===== src/rtl/spi_sw_pkg.sv =====
package spi_sw_pkg;
  localparam int RW_BITS = 1;
  localparam int ADDR_W  = 7;
  localparam int DATA_W  = 8;
  localparam int HDR_W   = RW_BITS + ADDR_W;
  localparam int CMD_W   = HDR_W + DATA_W;

  localparam logic [ADDR_W-1:0] ADDR_SWITCH = 7'h01;
  localparam logic [ADDR_W-1:0] ADDR_BURST  = 7'h02;
  localparam logic [CMD_W-1:0]  CASCADE_CMD = 16'h2500;

  typedef struct packed {
    logic              rd;
    logic [ADDR_W-1:0] addr;
    logic [DATA_W-1:0] data;
  } cmd_t;
endpackage


===== src/rtl/spi_sw_sync.sv =====
module spi_sw_sync #(
  parameter int           W       = 3,
  parameter int           STAGES  = 2,
  parameter logic [W-1:0] RST_VAL = '0
) (
  input  logic         clk,
  input  logic         rst,
  input  logic [W-1:0] d,
  output logic [W-1:0] q
);
  logic [W-1:0] stg [STAGES];

  genvar gi;
  generate
    for (gi = 0; gi < STAGES; gi++) begin : g_stage
      if (gi == 0) begin : g_first
        always_ff @(posedge clk) begin
          if (rst) stg[gi] <= RST_VAL;
          else     stg[gi] <= d;
        end
      end else begin : g_next
        always_ff @(posedge clk) begin
          if (rst) stg[gi] <= RST_VAL;
          else     stg[gi] <= stg[gi-1];
        end
      end
    end
  endgenerate

  assign q = stg[STAGES-1];
endmodule


===== src/rtl/spi_sw_regs.sv =====
module spi_sw_regs
  import spi_sw_pkg::*;
(
  input  logic              clk,
  input  logic              rst,
  input  logic              wr_en,
  input  logic [ADDR_W-1:0] wr_addr,
  input  logic [DATA_W-1:0] wr_data,
  input  logic              load_en,
  input  logic [DATA_W-1:0] load_data,
  input  logic [ADDR_W-1:0] rd_addr,
  output logic [DATA_W-1:0] rd_data,
  output logic [DATA_W-1:0] sw_q,
  output logic              burst_q
);
  always_ff @(posedge clk) begin
    if (rst) begin
      sw_q    <= '0;
      burst_q <= 1'b0;
    end else begin
      if (load_en)
        sw_q <= load_data;
      else if (wr_en && wr_addr == ADDR_SWITCH)
        sw_q <= wr_data;
      if (wr_en && wr_addr == ADDR_BURST)
        burst_q <= wr_data[0];
    end
  end

  always_comb begin
    case (rd_addr)
      ADDR_SWITCH: rd_data = sw_q;
      ADDR_BURST:  rd_data = {{(DATA_W-1){1'b0}}, burst_q};
      default:     rd_data = '0;
    endcase
  end

  // reset clears the switch and burst state
  assert_reset_clear_R1: assert property (@(posedge clk)
    rst |=> (sw_q == '0 && !burst_q));

  // the switch byte moves only on its write or a cascade load
  assert_sw_hold_R3: assert property (@(posedge clk) disable iff (rst)
    (!load_en && !(wr_en && wr_addr == ADDR_SWITCH)) |=> $stable(sw_q));

  // the burst flag moves only on a write to its address
  assert_burst_hold_R6: assert property (@(posedge clk) disable iff (rst)
    !(wr_en && wr_addr == ADDR_BURST) |=> $stable(burst_q));
endmodule


===== src/rtl/spi_sw_frame.sv =====
module spi_sw_frame
  import spi_sw_pkg::*;
(
  input  logic              clk,
  input  logic              rst,
  input  logic              sclk_s,
  input  logic              sdi_s,
  input  logic              csn_s,
  input  logic              burst_en,
  input  logic [DATA_W-1:0] rd_data,
  output logic [ADDR_W-1:0] rd_addr,
  output logic              wr_en,
  output logic [ADDR_W-1:0] wr_addr,
  output logic [DATA_W-1:0] wr_data,
  output logic              load_en,
  output logic [DATA_W-1:0] load_data,
  output logic              sdo
);
  localparam int              CNT_W   = $clog2(CMD_W) + 2;
  localparam logic [CNT_W-1:0] CNT_MAX = '1;
  localparam logic [CNT_W-1:0] CNT_CMD = CNT_W'(CMD_W);
  localparam logic [CNT_W-1:0] CNT_LST = CNT_W'(CMD_W - 1);
  localparam logic [CNT_W-1:0] CNT_HDR = CNT_W'(HDR_W - 1);

  logic             sclk_d, csn_d;
  logic             rise, fall, cs_start, cs_end;
  logic [CNT_W-1:0] bit_cnt;
  logic [CMD_W-1:0] shreg, next_word, cword;
  logic [DATA_W-1:0] out_sh, dc_sh;
  logic             sdo_q;
  logic             cascade_q, win_cascade;
  logic             hdr_bit, last_bit, burst_commit, addr_commit, commit, is_cascade;
  cmd_t             cw;

  always_ff @(posedge clk) begin
    if (rst) begin
      sclk_d <= 1'b0;
      csn_d  <= 1'b1;
    end else begin
      sclk_d <= sclk_s;
      csn_d  <= csn_s;
    end
  end

  assign rise     = sclk_s & ~sclk_d & ~csn_s;
  assign fall     = ~sclk_s & sclk_d & ~csn_s;
  assign cs_start = ~csn_s & csn_d;
  assign cs_end   = csn_s & ~csn_d;

  assign next_word    = {shreg[CMD_W-2:0], sdi_s};
  assign hdr_bit      = rise && !win_cascade && bit_cnt == CNT_HDR;
  assign last_bit     = rise && !win_cascade && bit_cnt == CNT_LST;
  assign burst_commit = last_bit && burst_en;
  assign addr_commit  = cs_end && !win_cascade && bit_cnt == CNT_CMD;
  assign commit       = burst_commit || addr_commit;
  assign cword        = burst_commit ? next_word : shreg;
  assign cw           = cword;
  assign is_cascade   = cword == CASCADE_CMD;

  assign rd_addr   = next_word[ADDR_W-1:0];
  assign wr_en     = commit && !cw.rd && !is_cascade;
  assign wr_addr   = cw.addr;
  assign wr_data   = cw.data;
  assign load_en   = cs_end && win_cascade;
  assign load_data = dc_sh;
  assign sdo       = sdo_q;

  always_ff @(posedge clk) begin
    if (rst) begin
      bit_cnt     <= '0;
      shreg       <= '0;
      out_sh      <= '0;
      dc_sh       <= '0;
      sdo_q       <= 1'b0;
      cascade_q   <= 1'b0;
      win_cascade <= 1'b0;
    end else begin
      if (commit && is_cascade)
        cascade_q <= 1'b1;
      if (cs_start) begin
        bit_cnt     <= '0;
        win_cascade <= cascade_q;
        dc_sh       <= '0;
        out_sh      <= '0;
        sdo_q       <= 1'b0;
      end else if (cs_end) begin
        sdo_q <= 1'b0;
      end else begin
        if (rise) begin
          if (win_cascade) begin
            dc_sh <= {dc_sh[DATA_W-2:0], sdi_s};
          end else begin
            shreg <= next_word;
            if (burst_commit)
              bit_cnt <= '0;
            else if (bit_cnt != CNT_MAX)
              bit_cnt <= bit_cnt + 1'b1;
            if (hdr_bit)
              out_sh <= next_word[HDR_W-1] ? rd_data : '0;
          end
        end
        if (fall) begin
          if (win_cascade) begin
            sdo_q <= dc_sh[DATA_W-1];
          end else begin
            sdo_q  <= out_sh[DATA_W-1];
            out_sh <= {out_sh[DATA_W-2:0], 1'b0};
          end
        end
      end
    end
  end

  // reset leaves cascade mode
  assert_reset_mode_R1: assert property (@(posedge clk)
    rst |=> (!cascade_q && !sdo_q));

  // serial output moves only on a falling clock or a select edge
  assert_sdo_on_fall_R5: assert property (@(posedge clk) disable iff (rst)
    !(fall || cs_start || cs_end) |=> $stable(sdo_q));

  // cascade mode is never left without reset
  assert_cascade_sticky_R10: assert property (@(posedge clk) disable iff (rst)
    cascade_q |=> cascade_q);

  // no counting while select is high
  assert_idle_frozen_R11: assert property (@(posedge clk) disable iff (rst)
    csn_s |=> $stable(bit_cnt));

  // a non-burst window of the wrong length writes nothing
  assert_bad_len_R4: assert property (@(posedge clk) disable iff (rst)
    (cs_end && !burst_en && bit_cnt != CNT_CMD) |-> !wr_en);
endmodule


===== src/rtl/spi_sw_ctrl.sv =====
module spi_sw_ctrl
  import spi_sw_pkg::*;
#(
  parameter int SYNC_STAGES = 2
) (
  input  logic              clk,
  input  logic              rst,
  input  logic              spi_sclk,
  input  logic              spi_csn,
  input  logic              spi_sdi,
  output logic              spi_sdo,
  output logic [DATA_W-1:0] sw_en
);
  logic [2:0]        pins_s;
  logic              burst_q, wr_en, load_en;
  logic [ADDR_W-1:0] rd_addr, wr_addr;
  logic [DATA_W-1:0] rd_data, wr_data, load_data, sw_q;

  spi_sw_sync #(
    .W      (3),
    .STAGES (SYNC_STAGES),
    .RST_VAL(3'b100)
  ) u_sync (
    .clk(clk),
    .rst(rst),
    .d  ({spi_csn, spi_sclk, spi_sdi}),
    .q  (pins_s)
  );

  spi_sw_frame u_frame (
    .clk      (clk),
    .rst      (rst),
    .sclk_s   (pins_s[1]),
    .sdi_s    (pins_s[0]),
    .csn_s    (pins_s[2]),
    .burst_en (burst_q),
    .rd_data  (rd_data),
    .rd_addr  (rd_addr),
    .wr_en    (wr_en),
    .wr_addr  (wr_addr),
    .wr_data  (wr_data),
    .load_en  (load_en),
    .load_data(load_data),
    .sdo      (spi_sdo)
  );

  spi_sw_regs u_regs (
    .clk      (clk),
    .rst      (rst),
    .wr_en    (wr_en),
    .wr_addr  (wr_addr),
    .wr_data  (wr_data),
    .load_en  (load_en),
    .load_data(load_data),
    .rd_addr  (rd_addr),
    .rd_data  (rd_data),
    .sw_q     (sw_q),
    .burst_q  (burst_q)
  );

  assign sw_en = sw_q;
endmodule


===== config.mk =====
export PLATFORM = sky130hd
export DESIGN_NAME = spi_sw_ctrl
export DESIGN_NICKNAME = d
export VERILOG_FILES = /design/src/rtl/spi_sw_pkg.sv /design/src/rtl/spi_sw_sync.sv /design/src/rtl/spi_sw_regs.sv /design/src/rtl/spi_sw_frame.sv /design/src/rtl/spi_sw_ctrl.sv
export SDC_FILE = /design/constraint.sdc
export NUM_CORES = 1
export LEC_CHECK = 0
export ABC_AREA = 1
export BUFFER_PORTS_ARGS = -buffer_cell sky130_fd_sc_hd__buf_4
export CAP_MARGIN = 15
export CORE_ASPECT_RATIO = 0.7
export CORE_MARGIN = 2
export CORE_UTILIZATION = 62
export DETAILED_ROUTE_END_ITERATION = 10
export GPL_ROUTABILITY_DRIVEN = 0
export GPL_TIMING_DRIVEN = 0
export PLACE_DENSITY = 0.77
export RECOVER_POWER = 50
export SLEW_MARGIN = 30
export SYNTH_ARGS = -nofsm -noshare
export SYNTH_HDL_FRONTEND = slang
export SYNTH_SLANG_ARGS = --single-unit

===== constraint.sdc =====
create_clock -name clk -period 5.85 [get_ports clk]
set_input_delay 0.585 -clock clk [delete_from_list [all_inputs] [get_ports clk]]
set_output_delay 0.585 -clock clk [all_outputs]
set_load 0.01 [all_outputs]

Word-level counts from Yosys, hierarchy flattened
Memory sizes are Yosys's and may differ from the RTL's.
Index checks and enable logic that the tools add are counted.

storage, ports and cells
  bits in registers = 52
  memory bits (writable) = 6
  output and inout bits = 9
  logic and storage cells = 78
  memories kept = 1

memory list
  name        words  bits a word  rd ports  clocked after memory_dff  write ports  line               RTL
  u_sync.stg  2      3            2         0                         2            spi_sw_sync.sv:11  logic [W-1:0] stg [STAGES];

cells by class
  add/sub/neg operators = 1
  equality and inequality tests = 9
  mux-type cells = 18
  bitwise logic cells = 15
  reduce and logical (&&, ||, !) cells = 23

operators with widths
  kind                    count
  $mux W8                 8
  $eq A16 B14 Y1 const B  1
  $mux W16                1
  $pmux W8 S2             1
  $eq A7 B1 Y1 const B    2
  $eq A7 B2 Y1 const B    2
  $logic_and A1 B1 Y1     12
  $mux W6                 2
  $reduce_and A4 Y1       2
  $not A1 Y1              7
  $add A6 B1 Y6 const B   1
  $and A1 B1 Y1           6
  $eq A6 B3 Y1 const B    1
  $eq A6 B4 Y1 const B    1
  $eq A6 B5 Y1 const B    1
  $mux W3                 2
  $ne A6 B6 Y1 const B    1
  $mux W1                 4
  $reduce_bool A2 Y1      2
  $logic_not A1 Y1        3
  $reduce_and A3 Y1       1
  $reduce_or A3 Y1        1
  $or A1 B1 Y1            2
  $reduce_or A2 Y1        1
  $logic_or A1 B1 Y1      1

Depth between registers and ports, before layout
Gate-level depths: netlist (run 1).

  depth in word-level cells = 13
  mapped depth = 16
  depth with buffers taken out = 15

By module
A second synthesis (run 1) with hierarchy kept.

unflattened totals
  cell total of the unflattened synthesis = 425
  area, all modules = 2926.6 sq um

modules (own cells, without submodules)
  module        instances  cells each  area an instance (sq um)  seq. area each (sq um)
  spi_sw_frame  1          312         2155.8                    860.8
  spi_sw_regs   1          94          601.8                     180.2
  spi_sw_sync   1          19          168.9                     120.1

Worst setup path before layout (run 1)
No wires, ideal clock.

  path kind = register to register
  start point = register u_frame.bit_cnt[0]
  end point = register u_regs.sw_q[5]
  data arrival time = 1.812 ns
  data required time = 5.738 ns
  path slack = 3.927 ns
  cell stages (with the launch flop) = 15
  clock period less this slack = 1.923 ns
  cells stage by stage = dfxtp_1 ha_1 nand3_2 nor2_4 buf_6 buf_12 nand3_4 nand2_2 nand3_2 nor3_2 nand3_2 nand2_1 inv_1 nor2_1 nor2_1

on the way
  longest elaborated chain between the ends = 9
  elaborated cells on any way between the ends = 17
  classes of those cells = eq/ne (4); mux (3); reduce/logical (10)

RTL lines
  element                                                         line                                    RTL
  from (decl)                                                     spi_sw_frame.sv:27                      logic [CNT_W-1:0] bit_cnt;
  from (signal assigned)                                          spi_sw_frame.sv:97                      bit_cnt <= bit_cnt + 1'b1;
  $eq A6 B4 Y1                                                    spi_sw_frame.sv:52                      assign last_bit = rise && !win_cascade && bit_cnt == CNT_LST;
  $logic_and A1 B1 Y1                                             spi_sw_frame.sv:52
  $logic_and A1 B1 Y1                                             spi_sw_frame.sv:53                      assign burst_commit = last_bit && burst_en;
  $mux W16                                                        spi_sw_frame.sv:56                      assign cword = burst_commit ? next_word : shreg;
  $eq A16 B14 Y1 / $logic_not A1 Y1 (equally long branches)       spi_sw_frame.sv:58, spi_sw_frame.sv:61
  $logic_not A1 Y1 / $logic_and A1 B1 Y1 (equally long branches)  spi_sw_frame.sv:61                      assign wr_en = commit && !cw.rd && !is_cascade;
  $logic_and A1 B1 Y1                                             spi_sw_frame.sv:61
  $logic_and A1 B1 Y1                                             spi_sw_regs.sv:23                       else if (wr_en && wr_addr == ADDR_SWITCH)
  $reduce_bool A2 Y1 (no source line)                             --
  to (signal assigned)                                            spi_sw_regs.sv:22                       sw_q <= load_data;
  to (signal assigned)                                            spi_sw_regs.sv:24                       sw_q <= wr_data;
  to (decl)                                                       spi_sw_regs.sv:13                       output logic [DATA_W-1:0] sw_q,

Parallel ways exist; a longest one is shown, timed or not. The select of a mux whose other input is x is not followed.
A chain may end at the register's enable or synchronous reset.

==> flow_metrics.tcl, run 1 <==
set metrics [dict create \
    powerDensity_mw_per_mm2 233.9 \
    antenna_found_initial 0 \
    fill_cells 383 \
    drt-initial-drc-count 332 \
    synth_edf_count 0 \
    die_w_um 85.71 \
    peakVddDrop_mv 0.1913 \
    antenna_cells 0 \
    r2r-start "u_sync.stg[1][1]$_SDFF_PP0_" \
    critPathTopFamily "simple AND/OR/NAND/NOR gates" \
    finalWorstPathRequiredPeriod_ns 2.598 \
    rsz0062_at_grt "false" \
    hold_viol_final 0 \
    arrival_ns 2.88 \
    reg2reg_depth 9 \
    wl_per_cell_um 13.84 \
    synthArstFlopShare_pct 0 \
    min_from "u_sync.stg[0][2]$_SDFF_PP1_" \
    synthTopCellsByArea "dfxtp_1, nand2_1, inv_1" \
    fin_nets 452 \
    worstSetupPathType "flop to flop" \
    fp-row-count 20 \
    synth_ff_type "dfxtp_1" \
    slew_viol_final 0 \
    syn_inst 421 \
    dpl.cell_count 489 \
    worst_ep_required_time_ns 6.13 \
    slew_headroom_pct 60.22 \
    met2_usage_pct 40.96 \
    busiest_layer "met2" \
    grt_first_pass_wirelength_mm 11.25 \
    grtUsageTotal_pct 28.47 \
    end_kind "flop" \
    status "finished clean" \
    yosysWarnings 0 \
    yosysMostFrequentCell "nand2_1" \
    cts_tree "built" \
    synth_top_area_cell "dfxtp_1" \
    synth_area_mm2 0.002898 \
    place_hpwl_mm 5.039 \
    port_buffers 13 \
    drtAntennaViolNets 0 \
    path_buf_inv 2 \
    tightest_slew_ns 0.5968 \
    whs_path_depth 1 \
    wl_mm 6.989 \
    ys_types 36 \
    dieArea_mm2 0.005245 \
    postCtsSetupBuffers 0 \
    ys_top_cells_by_count "nand2_1, inv_1, dfxtp_1, nor2_1, a21oi_1" \
    ys_seq_area_share_pct 40.07 \
    crit_chain "nand3_2 > nor2_1 > clkbuf_1 > nand2_1 > inv_1 > nand4_1 > o221ai_1 > o211ai_1 > a21oi_1" \
    drive_gt1_share_pct 7.778 \
    max_clock_freq_ghz 0.3848 \
    synth_top_cell_area_share_pct 40.07 \
    core_area_mm2 0.004404 \
    hold_ws_ns 0.4073 \
    slowest_delay_ns 0.51 \
    ys_ff_latch 58 \
    skew_ns 0.01087 \
    cts.sinks 58 \
    vias_per_cell 5.509 \
    grt_overflow 0 \
    grtUsageMet3_pct 10.32 \
    ff2ff_setup_slack_ns 3.25 \
    synth_fp_nets 428 \
    cts-hold-fix-buffers 0 \
    met1_usage_pct 40.12 \
    grt_max_degree 11 \
    hp-class "flop to flop" \
    clk_latency_ns 0.35 \
    p_leak_nw 1.320 \
    crit_path_max_fanout 10 \
    cts_root_buf "clkbuf_8" \
    vias 2782 \
    setup_viol 0 \
    post_cts_resize_count 0 \
    grt_pass1_vias 2412 \
    numCtsBuffers 9 \
    min_period_over_period_pct 44.42 \
    cts_buffer_depth 2 \
    drc_errors 0 \
    hold_end "u_sync.stg[1][2]$_SDFF_PP1_" \
    io_pins 14 \
    reg2reg_to "u_frame.out_sh[4]$_SDFFE_PP0N_" \
    die_y_um 61.20 \
    clkTransAtPathRegs_ns 0.07 \
    cp-start-kind "flop" \
    instances_no_fill 505 \
    cap_violations 0 \
    final.setup.tns_ns 0 \
    cts_max_level 3 \
    slowest_stage "clkbuf_1" \
    drtPass1Iterations 7 \
    start_util_pct 65.80 \
    avgSynthCellArea_um2 6.883 \
    syn2layout_area_growth_pct 9.326 \
]
## worst register-to-register path: stages, from the launching register on
cell and delay, ns:
dfxtp_1 0.40, nand3_2 0.10, nor2_1 0.23, clkbuf_1 0.51
nand2_1 0.29, inv_1 0.24, nand4_1 0.25, o221ai_1 0.26
o211ai_1 0.12, a21oi_1 0.13
## layout by cell type (no fill, tap or decap), drive strengths merged, types with 4 or more instances in the layout
cell type and instances:
nor2 57, nand2 78, o211ai 5, nand3 32, clkbuf 34, a21oi 41, o21ai 42, dfxtp 58
nand4 4, clkinv 4, nor3 7, buf 9, inv 60
## kinds of logic after synthesis
logic type	synth area share [%]
AO/OA/AOI/OAI	18.78
adder cells (fa/ha/maj)	0.8634
buffers and inverters	11.96
flip-flops	40.07
AND/OR/NAND/NOR	28.32
## cell type report
class	count	area (µm²)	area share [%]
timing repair buffer	13	60.06	1.896
multi-input combinational	285	1380	43.56
inverter	61	229.0	7.227
tap	55	68.82	2.172
buffer	17	105.1	3.318
clock buffer	13	148.9	4.700
sequential	58	1161	36.65
clock inverter	3	15.01	0.4739
## power by group
group          switching [W]   total, W  internal, W
logic              0.0000156  0.0000227   0.00000714
registers         0.00000264   0.000401     0.000399
clock network       0.000154   0.000317     0.000163
## state kept, by name, summed over array words and instances (netlist names), 6 cells and up
name and count:
u_frame.out_sh 8, u_frame.shreg 16, u_regs.sw_q 8, u_frame.load_data 8, u_sync.stg 6, u_frame.bit_cnt 6
## per-stage QoR
step                      setup slack [ns]  utilization (%)  instance area [µm²]  power [W]
final                                3.252            71.93                 3168  0.0007411
after global routing                 3.008            71.93                 3168  0.0007672
after CTS                            3.557            73.30                 3228  0.0007454
after detailed placement             3.575            69.57                 3064  0.0004330
after global placement               3.618            69.57                 3064  0.0004326
after floorplan                      3.927                -                 2898  0.0004242
## worst max-delay path by stage
stage                                                from                        endpoint  cells past startpoint
after floorplan           u_frame.bit_cnt[0]$_SDFFE_PP0P_     u_regs.sw_q[5]$_SDFFE_PP0P_                     14
after global placement    u_frame.bit_cnt[0]$_SDFFE_PP0P_     u_regs.sw_q[5]$_SDFFE_PP0P_                     16
after detailed placement  u_frame.bit_cnt[0]$_SDFFE_PP0P_     u_regs.sw_q[5]$_SDFFE_PP0P_                     16
after CTS                 u_frame.bit_cnt[0]$_SDFFE_PP0P_     u_regs.sw_q[5]$_SDFFE_PP0P_                     16
after global routing      u_frame.bit_cnt[0]$_SDFFE_PP0P_     u_regs.sw_q[5]$_SDFFE_PP0P_                     13
final                         u_sync.stg[1][1]$_SDFF_PP0_  u_frame.out_sh[4]$_SDFFE_PP0N_                      9
## per-layer routing
| metal | vias up | routed length (µm) |
|---|---|---|
| li1 | 1419 | - |
| met1 | 1221 | 3286 |
| met2 | 127 | 2936 |
| met3 | 15 | 682 |
| met4 | 0 | 83 |
| met5 | - | 0 |
(Power assumes the default switching activity.)
==> run 2, diff against run 1 <==
--- a/config.mk
+++ b/config.mk
@@ -10,11 +10,11 @@
 export CAP_MARGIN = 15
 export CORE_ASPECT_RATIO = 0.7
 export CORE_MARGIN = 2
-export CORE_UTILIZATION = 62
+export CORE_UTILIZATION = 55
 export DETAILED_ROUTE_END_ITERATION = 10
 export GPL_ROUTABILITY_DRIVEN = 0
 export GPL_TIMING_DRIVEN = 0
-export PLACE_DENSITY = 0.77
+export PLACE_DENSITY = 0.72
 export RECOVER_POWER = 50
 export SLEW_MARGIN = 30
 export SYNTH_ARGS = -nofsm -noshare
==> constraint.sdc (replaced) <==
create_clock -name clk -period 2.3 [get_ports clk]
set_input_delay 0.23 -clock clk [delete_from_list [all_inputs] [get_ports clk]]
set_output_delay 0.23 -clock clk [all_outputs]
set_load 0.01 [all_outputs]
==> run 2 against run 1 <==
Net effect:
- register-to-register slack got worse by 3.1 ns
- design area rose by 4.1%
- combinational power rose to 2.6 times the previous value
- via count rose by 1.2%
- largest cell class unchanged
==> flow_metrics.tcl, run 2 (synthesis gave the netlist of run 1 again) <==
set metrics [dict create \
    cts.sinks 58 \
    peakVddDrop_mv 0.3521 \
    die_y_um 64.73 \
    fp-row-count 22 \
    core_area_mm2 0.005147 \
    slowest_stage "dfxtp_2" \
    regMostFlops "u_frame.shreg" \
    grt_first_pass_wirelength_mm 11.75 \
    clkTransAtPathRegs_ns 0.07 \
    antenna_cells 0 \
    end_kind "flop" \
    grt_pass1_vias 2486 \
    largest_reg_flops 16 \
    drtAntennaViolNets 0 \
    fin_nets 454 \
    grt_overflow 0 \
    hold_viol_final 0 \
    crit_path_max_fanout 10 \
    met1_usage_pct 35.52 \
    slowest_delay_ns 0.36 \
    total_power_w 0.002127 \
    antenna_found_initial 0 \
    max_clock_freq_ghz 0.4623 \
    final.setup.tns_ns 0 \
    busiest_layer "met2" \
    wl_per_cell_um 13.94 \
    tightest_slew_ns 0.4559 \
    final_cell_mix "nand2_1, inv_1, dfxtp_1" \
    setup_viol 0 \
    clk_latency_ns 0.35 \
    final_common_cell "nand2_1" \
    io_pins 14 \
    grtUsageTotal_pct 25.80 \
    rsz0062_at_grt "true" \
    skew_ns 0.005944 \
    status "finished clean" \
    pre_cts_slack_ns 0.07611 \
    slew_headroom_pct 69.61 \
    syn2layout_area_growth_pct 13.86 \
    vias 2815 \
    slew_viol_final 0 \
    worst_ep_required_time_ns 2.58 \
    drtPass1Iterations 5 \
    wl_mm 7.307 \
    die_w_um 90.76 \
    dieArea_mm2 0.005875 \
    arrival_ns 2.44 \
    path_common_cell "nand3_2" \
    hp-class "primary input to flop" \
    cap_violations 0 \
    grtUsageMet3_pct 7.442 \
    met2_usage_pct 38.99 \
    crit_chain "ha_2 > nand3_2 > nor2_4 > buf_8 > buf_12 > nand3_4 > nand2_2 > nand3_2 > nor3_2 > nand3_2 > buf_6 > nand3_1 > nand2_1 > nor2_1" \
    min_period_over_period_pct 94.05 \
    fill_cells 489 \
    grt_max_degree 12 \
    cts-hold-fix-buffers 0 \
    drive_gt1_share_pct 11.06 \
    powerDensity_mw_per_mm2 644.5 \
    cts_buffer_depth 2 \
    drt-initial-drc-count 219 \
    cts_root_buf "clkbuf_8" \
    cts_max_level 3 \
    cts_tree "built" \
    dpl_cell_area_mm2 0.003085 \
    final_util_pct 64.10 \
    vias_per_cell 5.372 \
    finalWorstPathRequiredPeriod_ns 2.163 \
    place_hpwl_mm 5.199 \
    worstSetupPathType "flop to flop" \
    port_buffers 13 \
    p_leak_nw 1.374 \
    start_util_pct 56.30 \
    cp-start-kind "flop" \
    numCtsBuffers 9 \
    worst_slack_ns 0.1369 \
    final_area_mm2 0.003299 \
    drc_errors 0 \
]
## run 2: changes by cell type in the layout (fill, tap and decap cells not counted), sizes merged
cell	before	now
clkbuf	34	27
buf	9	14
bufinv	0	2
clkinvlp	0	2
## run 2: repair_timing
| item | 4_1_cts | 5_1_grt |
|---|---|---|
| gates resized for setup | 0 | 10 |
| setup endpoints to repair | 0 | 13 |
| setup buffers | 0 | 2 |
## run 2: stage by stage
| step | instances | hold slack, ns |
|---|---|---|
| floorplan | 421 | 0.3338 |
| CTS | 522 | 0.06065 |
| global placement | 506 | 0.3917 |
| detailed placement | 506 | 0.3958 |
| finish | 524 | 0.06603 |
| global route | 524 | 0.07359 |
## run 2: path summary, 6_finish.rpt
path | startpoint | endpoint | slack (ns) | cells past startpoint
hold / removal | spi_csn | u_sync.stg[0][2]$_SDFF_PP1_ | 0.07 | 2
setup reg to reg | u_frame.bit_cnt[0]$_SDFFE_PP0P_ | u_regs.sw_q[5]$_SDFFE_PP0P_ | 0.14 | 14
setup / recovery | u_frame.bit_cnt[0]$_SDFFE_PP0P_ | u_regs.sw_q[5]$_SDFFE_PP0P_ | 0.14 | 14
hold reg to reg | u_sync.stg[0][1]$_SDFF_PP0_ | u_sync.stg[1][1]$_SDFF_PP0_ | 0.40 | 2
## run 2: area by class of cell
type	count	area (µm²)	share of cell area [%]
repair buffers	15	75.07	2.275
flip-flops and latches	58	1164	35.27
clock buffers	9	123.9	3.754
well taps	72	90.09	2.730
plain buffers	17	121.4	3.678
multi-input cells	285	1403	42.51
inverters	61	229.0	6.940
clock inverters	7	93.84	2.844
## run 2: worst max-delay path: cells and delay by family, from the launching register on
kind	cells	cell delay [ns]
flops	1	0.36
fa+ha+maj	1	0.21
buf+inv	3	0.46
simple gates	10	1.05
## run 2: power breakdown
group | internal, W | switching, W
combinational | 0.0000187 | 0.0000395
clock | 0.000607 | 0.000442
sequential | 0.00101 | 0.00000672
## run 2: routing by layer
| layer | vias to the layer above | routed length [µm] |
|---|---|---|
| met5 | - | 0 |
| met4 | 0 | 114 |
| met2 | 68 | 3104 |
| met3 | 13 | 468 |
| li1 | 1426 | - |
| met1 | 1308 | 3619 |
